$ cat src/rtl/outgen_pkg.sv
// Shared definitions for the compare output waveform generator.
// Assumes that the channel count of a pair is fixed at two.
package outgen_pkg;
    localparam int NCH   = 2;
    localparam int MODEW = 3;

    typedef enum logic [1:0] {
        DIR_UP   = 2'd0,
        DIR_UPDN = 2'd1,
        DIR_DOWN = 2'd2,
        DIR_RSVD = 2'd3
    } cnt_dir_e;

    typedef enum logic [MODEW-1:0] {
        OM_SOFT   = 3'd0,
        OM_CLRONLY = 3'd5,
        OM_TGLSET = 3'd6,
        OM_CLRSET = 3'd7
    } out_mode_e;

    typedef struct packed {
        logic set_evt;
        logic clr_own;
        logic clr_any;
        logic tgl_evt;
    } chan_evt_t;
endpackage

$ cat src/rtl/outgen_evt_sel.sv
// Event routing for one channel. Turns the raw pulses into set, clear and
// toggle requests according to the pair bit and the count direction.
// Assumes that all inputs are single-cycle pulses that are synchronous to the clock.
module outgen_evt_sel
    import outgen_pkg::*;
(
    input  logic      own_match,
    input  logic      peer_match,
    input  logic      max_evt,
    input  logic      zero_evt,
    input  logic      pair,
    input  cnt_dir_e  dir,
    output chan_evt_t evt
);
    logic rearm;

    // Pick the counter event that re-activates the output.
    always_comb begin
        rearm = (dir == DIR_UP) ? max_evt : zero_evt;
    end

    // Form the requests for this channel.
    always_comb begin
        evt.set_evt = pair ? peer_match : rearm;
        evt.clr_own = own_match;
        evt.clr_any = own_match | (pair & peer_match);
        evt.tgl_evt = own_match;
    end
endmodule

$ cat src/rtl/outgen_chan.sv
// Output state register for one channel. Applies the mode decoding, with
// the priorities clear over set and set over toggle.
// Assumes a synchronous active-low reset, and that low is the inactive level.
module outgen_chan
    import outgen_pkg::*;
(
    input  logic                   clk,
    input  logic                   rst_n,
    input  logic                   capture,
    input  logic [MODEW-1:0]       mode,
    input  logic                   sw_lvl,
    input  chan_evt_t              evt,
    output logic                   q
);
    logic q_nxt;

    // Compute the next output level from the mode and the requests.
    always_comb begin
        q_nxt = q;
        if (!capture) begin
            unique case (mode)
                OM_SOFT:    q_nxt = sw_lvl;
                OM_CLRSET:  q_nxt = evt.clr_own ? 1'b0 : (evt.set_evt ? 1'b1 : q);
                OM_TGLSET:  q_nxt = evt.set_evt ? 1'b1 : (evt.tgl_evt ? ~q : q);
                OM_CLRONLY: q_nxt = evt.clr_any ? 1'b0 : q;
                default:    q_nxt = q;
            endcase
        end
    end

    // Register the output level.
    always_ff @(posedge clk) begin
        if (!rst_n) q <= 1'b0;
        else        q <= q_nxt;
    end
endmodule

$ cat src/rtl/pwm_pair_outgen.sv
// Top level: generates two channels, each with its own event router and state register.
// Channel i takes channel (NCH-1-i) as its pair partner.
// Assumes that the counter and the comparators are outside this block.
module pwm_pair_outgen
    import outgen_pkg::*;
(
    input  logic                 clk,
    input  logic                 rst_n,
    input  logic [1:0]           cnt_dir,
    input  logic                 max_evt,
    input  logic                 zero_evt,
    input  logic [NCH-1:0]       match_evt,
    input  logic [NCH-1:0]       cap_mode,
    input  logic [NCH*MODEW-1:0] out_mode,
    input  logic [NCH-1:0]       pair_mode,
    input  logic [NCH-1:0]       sw_level,
    output logic [NCH-1:0]       tout
);
    cnt_dir_e dir;
    assign dir = cnt_dir_e'(cnt_dir);

    for (genvar i = 0; i < NCH; i++) begin : g_ch
        localparam int PEER = NCH - 1 - i;
        chan_evt_t evt;

        outgen_evt_sel u_sel (
            .own_match (match_evt[i]),
            .peer_match(match_evt[PEER]),
            .max_evt   (max_evt),
            .zero_evt  (zero_evt),
            .pair      (pair_mode[i]),
            .dir       (dir),
            .evt       (evt)
        );

        outgen_chan u_chan (
            .clk    (clk),
            .rst_n  (rst_n),
            .capture(cap_mode[i]),
            .mode   (out_mode[i*MODEW +: MODEW]),
            .sw_lvl (sw_level[i]),
            .evt    (evt),
            .q      (tout[i])
        );
    end
endmodule

$ cat config.mk
export PLATFORM = sky130hd
export DESIGN_NAME = pwm_pair_outgen
export DESIGN_NICKNAME = d
export VERILOG_FILES = /design/src/rtl/outgen_pkg.sv /design/src/rtl/outgen_evt_sel.sv /design/src/rtl/outgen_chan.sv /design/src/rtl/pwm_pair_outgen.sv
export SDC_FILE = /design/constraint.sdc
export NUM_CORES = 1
export LEC_CHECK = 0
export BUFFER_PORTS_ARGS = -buffer_cell sky130_fd_sc_hd__buf_4
export CAP_MARGIN = 20
export CORE_AREA = 8 8 45 47
export CTS_CLUSTER_SIZE = 30
export DETAILED_ROUTE_END_ITERATION = 10
export DIE_AREA = 0 0 53 55
export PLACE_DENSITY_LB_ADDON = 0.3
export SYNTH_ARGS = -nofsm -noshare
export SYNTH_HDL_FRONTEND = slang
export SYNTH_SLANG_ARGS = --single-unit
$ cat constraint.sdc
create_clock -name clk -period 1.06 [get_ports clk]
set_clock_uncertainty 0.2 [all_clocks]
set_input_delay 0.053 -clock clk [delete_from_list [all_inputs] [get_ports clk]]
set_output_delay 0.053 -clock clk [all_outputs]
set_load 0.02 [all_outputs]
# ---- After elaboration in Yosys (flattened, before gate mapping)
# Cells that the tools add are included.
dict set report classes {
  eq_ne 12
  muxes 15
  bitwise_logic 8
  n_reduce_logical 7
}
# op n
set ops {}
lappend ops {{$eq A3 B3 Y1 const B} 6}
lappend ops {{$mux W1} 13}
lappend ops {{$ne A3 B2 Y1 const B} 4}
lappend ops {{$reduce_and A5 Y1} 2}
lappend ops {{$pmux W1 S4} 2}
lappend ops {{$reduce_bool A4 Y1} 2}
lappend ops {{$logic_not A3 Y1} 2}
lappend ops {{$ne A2 B1 Y1 const B} 2}
lappend ops {{$not A1 Y1} 4}
lappend ops {{$and A1 B1 Y1} 2}
lappend ops {{$logic_not A2 Y1} 1}
lappend ops {{$or A1 B1 Y1} 2}
dict set report word_totals {
  regBits 2
  inputBits 20
}

# ---- Logic depth before layout (Yosys ltp)
# Gate-level depths: netlist of the first run.
dict set report logic_depth {
  ltp_word 6
  ltp_mapped 4
  depth_no_buf 4
}

# ---- Hierarchy
# Synthesis of the first run repeated with hierarchy kept, for this count alone.
dict set report hier_totals {
  cells_unflattened 46
  area_unflattened_um2 310.3
}
# mod n_inst cells_each area_per_inst_um2 seq_area_each_um2
set modules_own_cells {}
lappend modules_own_cells {outgen_chan 2 15 103.8 20.0}
lappend modules_own_cells {outgen_evt_sel 2 8 51.3 0.0}

# ---- Worst setup path after synthesis of the first run
# OpenSTA, ideal clock, no wires.
dict set report synth_timing {
  path_type {input port to flip-flop}
  from {input port cnt_dir[1]}
  to {register g_ch[0].u_chan.q}
  t_arrival_ps 865
  required_ps 788
  slack_ps -77
  cell_stages 4
  path_buffers 0
  path_cell_list {nor3b_2 > o311ai_1 > a311oi_2 > mux2i_1}
}
dict set report synth_between {
  elab_chain_len 5
  word_cells_on_any_way 8
  classes_between {eq/ne: 2; mux: 4; reduce/logical: 2}
}
# element line
set synth_rtl {}
lappend synth_rtl {{start: declaration} pwm_pair_outgen.sv:9} ;# input logic [1:0] cnt_dir,
lappend synth_rtl {{$logic_not A2 Y1 (*)} outgen_evt_sel.sv:19} ;# rearm = (dir == DIR_UP) ? max_evt : zero_evt;
lappend synth_rtl {{$mux W1 (*)} outgen_evt_sel.sv:19}
lappend synth_rtl {{$mux W1 (*)} outgen_evt_sel.sv:24} ;# evt.set_evt = pair ? peer_match : rearm;
lappend synth_rtl {{$ne A3 B2 Y1 (no line) or $mux W1 (tied branches)} -}
lappend synth_rtl {{$reduce_and A5 Y1 (no line) or $pmux W1 S4 (tied branches)} -}
lappend synth_rtl {{end signal: assignment} outgen_chan.sv:34} ;# else q <= q_nxt;
lappend synth_rtl {{end: declaration} outgen_chan.sv:13} ;# output logic q
# Every way passes the cells marked *; elsewhere a longest branch is shown, timed or not.
# A chain may end at the register's enable or synchronous reset.

# ---- Worst setup path after layout of the first run
dict set report layout_timing {
  from {input port max_evt}
  to {register g_ch[1].u_chan.q}
}
dict set report layout_between {
  elab_chain_len 4
  word_cells_on_any_way 7
  classes_between {eq/ne: 2; mux: 4; reduce/logical: 1}
}
# element line
set layout_rtl {}
lappend layout_rtl {{start: declaration} pwm_pair_outgen.sv:10} ;# input logic max_evt,
lappend layout_rtl {{$mux W1 (*)} outgen_evt_sel.sv:19}
lappend layout_rtl {{$mux W1 (*)} outgen_evt_sel.sv:24}
lappend layout_rtl {{$ne A3 B2 Y1 (no line) or $mux W1 (tied branches)} -}
lappend layout_rtl {{$reduce_and A5 Y1 (no line) or $pmux W1 S4 (tied branches)} -}
lappend layout_rtl {{end signal: assignment} outgen_chan.sv:34}
lappend layout_rtl {{end: declaration} outgen_chan.sv:13}
# Marks and branches as above.

==> results.md, run 1 <==
* Outcome: finished with violations
* Failing checks: hold timing
* P&R area growth vs syn at 94.9%
* Wire per inst at 12.6 µm
* Final setup fails at 0
* Core Rows at 14
* Starting Density at 23.1%
* Largest area contributor in the netlist: dfxtp_1
* Chip Height at 55 µm
* Post-synth ARST share at 0%
* Critical path's largest stage delay at 0.35 ns
* Fill count at 136
* Top cells by area, synth: dfxtp_1 13%, o211ai_1 9.4%, a32o_1 6.3%
* Mapped Cells at 39
* Seq cells post-synth at 2
* Nets@finish at 93
* Synth cell types at 24
* CTS tree: built
* First-pass DRT Iterations at 4
* Mapped Area at 320 µm²
* Sw Share at 28.0%
* Post-Layout Cell Count at 87
* Layout cells sized above 1 at 63.4%
* Final wirelength at 1.09 mm
* DRT iter0 DRCs at 9
* YS warnings at 0
* Slowest-stage cell, CP: o31a_2
* Placed Cells at 83
* Logic pwr share at 45.2%
* CP cell instances: buf_4, nor3b_2, o31a_2, o21ai_2, mux2i_1
* RSZ-0062 raised after global routing: true
* Hold WS at -0.0647 ns
* Slew @ Worst Pin at 0.287 ns
* Setup TNS at 0 ns
* DP Wirelength at 906 µm
* Final WS setup at 0.0232 ns
* GRT overflow at 0
* Total power at 0.000468 W
* Leakage power at 0.270 nW
* Place WS at -0.223 ns
* Vias in the first global route at 439
* Vias per inst at 5.24
* Pin count of the biggest net entering global routing at 7
* Worst path bufs/invs at 1
* ANT nets after route at 0
* Rel. slew slack at 80.5%
* Worst-path clk slew at 0.03 ns
* Worst vdd ir at 0.297 mV
* CP Data Arrival Time at 0.99 ns
* Post-Syn Nets at 59
* Synth Area per Inst at 8.21 µm²
* Max-cap violations at 0
* Die Footprint at 2920 µm²
* Critical path class: primary input to flip-flop
* P_sw at 0.000131 W
* Biggest register: g_ch.u_chan.q
* Fin crit period at 1.04 ns
* P_int at 0.000337 W
* # DRC at 0
* Worst-Skew Late Latency at 0.22 ns
* Root Buffer Master: clkbuf_4
* Vias after detailed routing at 456
* H-Tree Depth at 1
* # hold bufs at CTS at 1
* Critical path launch point type: primary input
* Final Hold Fails at 1
* CTS buffer count at 3
* Core Footprint at 1380 µm²
* Sequential power share at 18.2%
* Initial antenna violation count at 0
* Clk sinks at 2
* GRT Util Overall at 7.91%
* Die W at 53 µm
* Number of synthesized flops with an enable pin at 0
* Pwr/cell area at 749 nW/µm²
* Sequential element share of the synthesized area at 12.5%
* Largest registers: g_ch.u_chan.q (2)
* Maximum buffer depth of the clock tree at 2
* CP Max Fanout at 3
* Buffers on Ports at 21
* # IOs at 22
* Worst hold path class: primary input to flip-flop
* Crit end category: flip-flop
* Fmax at 964 MHz
* Yosys top cell area share at 12.5%
* First-pass GRT wire length at 1.72 mm
* Worst EP required at 1.01 ns
* Part of the power in the clock network at 36.7%
* Fin crit share at 97.8%
* Top Family by Delay on Critical Path: compound AO/OA/AOI/OAI gates
* Top FF cell, synth: dfxtp_1
* Antenna diodes at 0
* Routability congestion estimate at 0.704
* Number of flip-flops in the largest register at 2
* Max-slew violation count at 0
tightest hold or removal path, stage by stage:
cell	delay [ns]
buf_4	0.09
a311oi_1	0.04
o21ai_2	0.06
mux2i_1	0.07
synthesized netlist by cell type, types with 2 or more instances:
cell type,n
a32o_1,2
buf_4,2
dfxtp_1,2
mux2i_1,2
nand2_1,5
nand3_1,2
nor4bb_1,2
o211ai_1,4
o21ai_0,2
o31a_2,2
worst paths after layout:
kind / slack [ns] / cells after the start / end / startpoint
max: 0.02 / 5 / g_ch[1].u_chan.q$_SDFFE_PN0P_ / max_evt
min: -0.06 / 4 / g_ch[1].u_chan.q$_SDFFE_PN0P_ / cap_mode[1]
max reg2reg: 0.06 / 3 / g_ch[1].u_chan.q$_SDFFE_PN0P_ / g_ch[1].u_chan.q$_SDFFE_PN0P_
min reg2reg: 0.42 / 3 / g_ch[0].u_chan.q$_SDFFE_PN0P_ / g_ch[0].u_chan.q$_SDFFE_PN0P_
power groups by stage:
stage          clock network (W)  registers (W)   logic, W
2_1_floorplan                  0      0.0000849  0.0000823
3_3_place_gp                   0      0.0000848   0.000195
3_5_place_dp                   0      0.0000848   0.000197
4_1_cts                 0.000183      0.0000836   0.000205
5_1_grt                 0.000195      0.0000856   0.000232
6_report                0.000172      0.0000849   0.000211
cell families after synthesis:
kind of cell    Yosys count  share of synthesized area [%]
flops                     2                           12.5
compound gates           20                           50.4
simple gates             13                           26.2
buf+inv                   2                           4.69
mux                       2                           6.25
cell usage in the layout, fill, tap and decap left out, drive strengths merged, types with 2 or more instances in the layout:
| cell | count |
|---|---|
| nand2 | 5 |
| dfxtp | 2 |
| nand3 | 2 |
| o31a | 2 |
| nor4bb | 2 |
| o211ai | 4 |
| o21ai | 3 |
| a311oi | 2 |
| buf | 30 |
| mux2i | 2 |
| a32o | 2 |
| clkbuf | 3 |
per-layer routing:
metal	track usage (%)	wire [µm]	vias up
met3	3.21	74	2
met4	6.47	8	0
met5	0	0	-
li1	-	-	227
met2	13.3	564	14
met1	7.56	445	213
through the flow:
step | cell area [µm²] | util [%]
2_1_floorplan | 324 | -
3_3_place_gp | 554 | 40.1
3_5_place_dp | 554 | 40.1
4_1_cts | 594 | 42.9
5_1_grt | 624 | 45.1
6_report | 624 | 45.1
layout make-up:
class / count / area (µm²) / share of cell area [%]
Multi-Input combinational cell: 35 / 287 / 45.9
Timing Repair Buffer: 31 / 254 / 40.7
Sequential cell: 2 / 41.3 / 6.61
Clock buffer: 3 / 22.5 / 3.61
Tap cell: 16 / 20.0 / 3.21
repair_timing:
action                                  CTS  global route
pin swaps                                 0             0
resized for setup                         2             7
hold endpoints to repair                  2             1
buffers inserted                          0             0
endpoints found under the setup margin    2             4
Power figures use the tool's default switching activity.
==> run 2, diff against run 1 <==
ABC_AREA = 1   (was unset)
PLACE_DENSITY = 0.49   (was unset)
PLACE_DENSITY_LB_ADDON = unset   (was 0.3)
==> run 2 against run 1 <==
Critical path depth shrank 3. Setup slack better by 0.0032 ns. Largest power group unchanged. The flow still finishes with violations (hold timing). Synthesized area fell by 0.78%. Fmax up 0.31%. Clock power is essentially flat. Final cell count is 23% higher. Sequential power shrank 3.3%. Highest routed layer unchanged. Combinational power decreased by 16%. Die area unchanged. Global-route usage decreased by 0.32 points. Count of clock-buffer cells in the layout is the same. Routed wire length fell by 6.3%.
==> results.md, run 2 <==
* Multi-input gate area at 225 µm²
* Mapped Area at 318 µm²
* Root Buffer Master: clkbuf_4
* Pin count of the biggest net entering global routing at 6
* Crit end category: primary output
* Slowest-stage cell, CP: dfxtp_2
* Top cells by area, synth: nand2_1 18%, dfxtp_1 13%, nand3_1 13%
* Leakage power at 0.316 nW
* Most frequent cells in the layout: 26 x buf_4, 15 x nand2_1, 9 x inv_1
* Failing checks: hold timing
* Critical path's largest stage delay at 0.31 ns
* Core Rows at 14
* Max-cap violations at 0
* Number of synthesized flops with an enable pin at 0
* GRT overflow at 0
* Starting Density at 23.0%
* Worst Hold Depth at 5
* Hold WS at -0.00484 ns
* Clk sinks at 2
* Setup TNS at 0 ns
* CP Data Arrival Time at 0.78 ns
* Post-layout util at 41.5%
* Most frequent cells after synthesis: 15 x nand2_1, 9 x inv_1, 8 x nand3_1, 8 x nor2_1
* P&R area growth vs syn at 80.7%
* Core Footprint at 1380 µm²
* Fmax at 967 MHz
* Critical path class: flip-flop to primary output
* Worst hold path startpoint: cap_mode[0]
* Worst Hold End: g_ch[0].u_chan.q$_SDFFE_PN0P_
* CTS tree: built
* Routability congestion estimate at 0.768
* Final wirelength at 1.02 mm
* Vias after detailed routing at 461
* Worst-Skew Late Latency at 0.22 ns
* GRT Util Overall at 7.59%
* Mapped Cells at 61
* Most frequent cell after synthesis: nand2_1
* Flop2flop setup slack at 0.11 ns
* Reg-to-Reg End: g_ch[0].u_chan.q$_SDFFE_PN0P_
* Layout cells sized above 1 at 39.6%
* RSZ-0062 raised after global routing: false
* Placed Cells at 103
* Critical path launch point type: flip-flop
* Initial antenna violation count at 0
* DRT iter0 DRCs at 2
* Most common cell after layout, fill and taps aside: buf_4
* Buffers on Ports at 21
* Outcome: finished with violations
* Top FF cell, synth: dfxtp_1
* Rel. slew slack at 85.9%
* YS warnings at 0
* Post-Syn Nets at 81
* ANT nets after route at 0
* Wire per inst at 9.56 µm
* Seq cells post-synth at 2
* Final Hold Fails at 1
* Worst vdd ir at 0.365 mV
* Synth Area per Inst at 5.21 µm²
* Cell depth of the worst flop-to-flop path at 5
* Final setup fails at 0
* Worst-path clk slew at 0.03 ns
* Sequential element share of the synthesized area at 12.6%
* Nets@finish at 113
* Largest registers: g_ch.u_chan.q (2)
* Chip Height at 55 µm
* Die W at 53 µm
* Pwr/cell area at 748 nW/µm²
* CTS buffer count at 3
* # DRC at 0
* Largest area contributor in the netlist: nand2_1
* First-pass DRT Iterations at 2
* Fin crit share at 97.5%
* Worst hold path class: primary input to flip-flop
* H-Tree Depth at 1
* # IOs at 22
* Post-synth ARST share at 0%
* CP Max Fanout at 2
* Number of flip-flops in the largest register at 2
* Post-Layout Cell Count at 107
* Slew @ Worst Pin at 0.209 ns
* Yosys top cell area share at 17.7%
* Maximum buffer depth of the clock tree at 2
* Worst EP required at 0.81 ns
* Synth cell types at 14
* Vias in the first global route at 429
* DP Wirelength at 875 µm
* Fin crit period at 1.03 ns
* Antenna diodes at 0
* Sequential cell area at 41.3 µm²
* R2R Path Start: g_ch[0].u_chan.q$_SDFFE_PN0P_
* Vias per inst at 4.31
* CP cell instances: buf_4, buf_6
* Max-slew violation count at 0
* Fill count at 165
* First-pass GRT wire length at 1.68 mm
* Die Footprint at 2920 µm²
* Biggest register: g_ch.u_chan.q
## run 2: cell types whose count changed after synthesis, moves of 3 or more
| cell | change |
|---|---|
| nor2_1 | +8 |
| o21ai_1 | +3 |
| nand3_1 | +6 |
| inv_1 | +9 |
| o211ai_1 | -4 |
| nor3_1 | +4 |
| nand2_1 | +10 |
## run 2: cell families (layout without fill, tap and decap cells)
kind of cell / count (synthesis) / in the layout / synth area share, %
buffers and inverters: 12 / 42 / 16.5
flip-flops: 2 / 2 / 12.6
AO/OA/AOI/OAI: 9 / 9 / 18.9
AND/OR/NAND/NOR: 38 / 38 / 52.0
## run 2: area by class of cell
type                    instances  share of cell area (%)
well taps                      16                    3.49
multi-input cells              47                    39.2
clock buffers                   3                    3.92
repair buffers                 29                    39.7
inverters                      10                    6.54
flip-flops and latches          2                    7.19
## run 2: metal layers
layer / GRT usage [%] / vias up / share of wire [%]
li1: - / 257 / -
met1: 8.64 / 190 / 44
met2: 11.7 / 12 / 46
met3: 1.87 / 2 / 8.1
met4: 6.47 / 0 / 1.7
met5: 0 / - / 0
## run 2: metrics by stage
step	worst slack, ns	instance area, µm²	hold WS, ns	total power (W)
6_report	0.0263	574	-0.00484	0.000429
5_1_grt	0.00243	574	0.0309	0.000462
4_1_cts	0.0165	573	-0.00990	0.000443
3_5_place_dp	-0.0880	533	0.111	0.000256
3_3_place_gp	-0.0675	533	0.100	0.000256
2_1_floorplan	0.132	318	-0.0154	0.000157
## run 2: worst max path at each step
stage                                             start                       endpoint  cells past startpoint  slack, ns
after floorplan                                zero_evt  g_ch[1].u_chan.q$_SDFFE_PN0P_                      7       0.13
after global placement                     pair_mode[1]  g_ch[1].u_chan.q$_SDFFE_PN0P_                      9      -0.07
after detailed placement                     cnt_dir[1]  g_ch[1].u_chan.q$_SDFFE_PN0P_                      8      -0.09
after CTS                 g_ch[0].u_chan.q$_SDFFE_PN0P_                        tout[0]                      2       0.02
after global routing      g_ch[1].u_chan.q$_SDFFE_PN0P_                        tout[1]                      2      0.002
final                     g_ch[1].u_chan.q$_SDFFE_PN0P_                        tout[1]                      2       0.03
## run 2: critical path: cells and delay by family (launching register included)
kind / cells / cell delay (ns)
flip-flops: 1 / 0.31
buffers and inverters: 2 / 0.25
## run 2: timing repair
| item | 4_1_cts | 5_1_grt |
|---|---|---|
| buffers inserted | 0 | 0 |
| endpoints found under the setup margin | 2 | 1 |
| hold buffers | 1 | 0 |
| gates resized for setup | 2 | 1 |
| hold endpoints to repair | 2 | 0 |
| gates cloned | 0 | 0 |
## run 2: power by group
part | total (W) | leakage (nW) | internal, W | switching [W]
Combinational | 0.000178 | 0.285 | 0.000102 | 0.0000758
Clock | 0.000169 | 0.0138 | 0.000125 | 0.0000445
Sequential | 0.0000821 | 0.0167 | 0.0000802 | 0.00000185
Total | 0.000429 | 0.316 | 0.000307 | 0.000122
==> run 3, diff against run 2 <==
ABC_AREA = unset   (was 1)
==> run 3 against run 2 <==
The flow still finishes with violations (hold timing). Sequential share of layout area down 0.59 points. First-iteration DRC count rose to 2.5 times the previous value. Fmax down 0.72%. Combinational power up 19%. Total power up 9.7%. Register-to-register slack worse by 0.07 ns. Clock power up 2%. Core utilization up 3.7 points. Global-route usage up 0.87 points. Worst hold slack worse by 0.067 ns. Critical path type is now primary input to flip-flop. Largest cell class unchanged.
==> results.md, run 3 (same netlist as run 1, synthesis figures left out) <==
* Flop2flop setup slack at 0.04 ns
* Failing checks: hold timing
* Worst hold path startpoint: cap_mode[1]
* Final Hold Fails at 2
* DP Wirelength at 995 µm
* Routability congestion estimate at 0.696
* Worst EP required at 0.96 ns
* Root Buffer Master: clkbuf_4
* Vias per inst at 5.00
* Top Family by Delay on Critical Path: compound AO/OA/AOI/OAI gates
* Biggest register: g_ch.u_chan.q
* Slew @ Worst Pin at 0.313 ns
* Worst path bufs/invs at 1
* Number of flip-flops in the largest register at 2
* GRT Util Overall at 8.46%
* Starting Density at 23.1%
* Pin count of the biggest net entering global routing at 7
* Outcome: finished with violations
* Worst-path clk slew at 0.03 ns
* Crit end category: flip-flop
* Critical path class: primary input to flip-flop
* Critical path's largest stage delay at 0.32 ns
* Nets@finish at 96
* CTS buffer count at 3
* Die Footprint at 2920 µm²
* Final setup fails at 0
* First-pass DRT Iterations at 4
* First-pass GRT wire length at 1.92 mm
* Hold WS at -0.0723 ns
* Max-cap violations at 0
* Buffers on Ports at 21
* DRT iter0 DRCs at 5
* Antenna diodes at 0
* Final instance area at 626 µm²
* Layout cells sized above 1 at 60.8%
* Worst vdd ir at 0.496 mV
* ANT nets after route at 0
* Rel. slew slack at 78.8%
* Core Rows at 14
* Post-layout util at 45.2%
* Vias after detailed routing at 450
* Fmax at 960 MHz
* GRT overflow at 0
* Vias in the first global route at 482
* CTS tree: built
* Most frequent cells in the layout: 29 x buf_4, 5 x nand2_1, 4 x o211ai_1, 4 x buf_6, 3 x clkbuf_4
* Worst Setup SP: cnt_dir[1]
* Largest registers: g_ch.u_chan.q (2)
* Pwr/cell area at 753 nW/µm²
* Die W at 53 µm
* Fin crit period at 1.04 ns
* CP cell instances: buf_6, o21a_1, o31a_2, o211ai_1, mux2i_1
* Initial antenna violation count at 0
* Worst hold path class: primary input to flip-flop
* Worst-Skew Late Latency at 0.22 ns
* Fin crit share at 98.2%
* RSZ-0062 raised after global routing: true
* Most common cell after layout, fill and taps aside: buf_4
* H-Tree Depth at 1
* Wire per inst at 12.8 µm
* P&R area growth vs syn at 95.3%
* Clk sinks at 2
* Core Footprint at 1380 µm²
* CP Max Fanout at 3
* Maximum buffer depth of the clock tree at 2
* # DRC at 0
* Critical path launch point type: primary input
* # IOs at 22
* Final wirelength at 1.15 mm
* # Post-CTS Setup Buffers at 0
* Slowest-stage cell, CP: o31a_2
* CP Data Arrival Time at 0.94 ns
* Chip Height at 55 µm
* R2R Path Start: g_ch[0].u_chan.q$_SDFFE_PN0P_
* # hold bufs at CTS at 1
* DP Area at 577 µm²
* Fill count at 151
* Leakage power at 0.282 nW
* Max-slew violation count at 0
run 3: cell types whose count changed in the layout (fill, tap and decap cells not counted), moves of 3 or more:
cell      previous run  this run
inv_1                9         0
o21ai_1              4         0
nor3_1               4         0
o211ai_1             0         4
nand2_1             15         5
nor2_1               8         0
nand3_1              8         2
buf_4               26        29
run 3: through the flow:
step | cells | TNS [ns] | setup slack, ns | hold WS [ns] | power, W
after floorplan | 39 | -0.0802 | -0.0417 | 0.0250 | 0.000167
after global placement | 86 | -0.481 | -0.249 | 0.167 | 0.000289
after detailed placement | 86 | -0.484 | -0.254 | 0.161 | 0.000291
after CTS | 90 | 0 | 0.00544 | -0.0706 | 0.000479
after global routing | 90 | -0.0487 | -0.0280 | -0.0628 | 0.000519
final | 90 | 0 | 0.0188 | -0.0723 | 0.000471
run 3: path summary, 6_finish.rpt:
check,cells past startpoint,endpoint
worst max-delay path,5,g_ch[1].u_chan.q$_SDFFE_PN0P_
worst min register to register,2,g_ch[0].u_chan.q$_SDFFE_PN0P_
worst min-delay path,4,g_ch[1].u_chan.q$_SDFFE_PN0P_
worst max register to register,3,g_ch[0].u_chan.q$_SDFFE_PN0P_
run 3: power by group:
group / internal, W / switching [W]
logic: 0.000132 / 0.0000803
clock network: 0.000125 / 0.0000478
registers: 0.0000817 / 0.00000376
total: 0.000339 / 0.000132
run 3: what timing repair did:
item                       4_1_cts  5_1_grt
pin swaps                        0        2
resized for setup                2        3
gates cloned                     0        0
hold endpoints to repair         2        2
setup endpoints to repair        3        3
run 3: final cells by class:
| type | instances | area, µm² | area share, % |
|---|---|---|---|
| repair buffers | 34 | 273 | 43.6 |
| well taps | 16 | 20.0 | 3.20 |
| multi-input cells | 35 | 269 | 43.0 |
| flip-flops and latches | 2 | 41.3 | 6.60 |
| clock buffers | 3 | 22.5 | 3.60 |
run 3: layer usage:
layer | up-vias | part of all wire, % | track usage (%)
met5 | - | 0 | 0
li1 | 235 | - | -
met2 | 15 | 48 | 15.6
met1 | 200 | 41 | 8.18
met3 | 0 | 11 | 4.81
met4 | 0 | 0 | 1.29
run 3: worst min-delay path: cells and delay by family:
kind	cells	cell delay (ns)
AO/OA/AOI/OAI	2	0.10
buffers and inverters	1	0.08
multiplexers	1	0.07
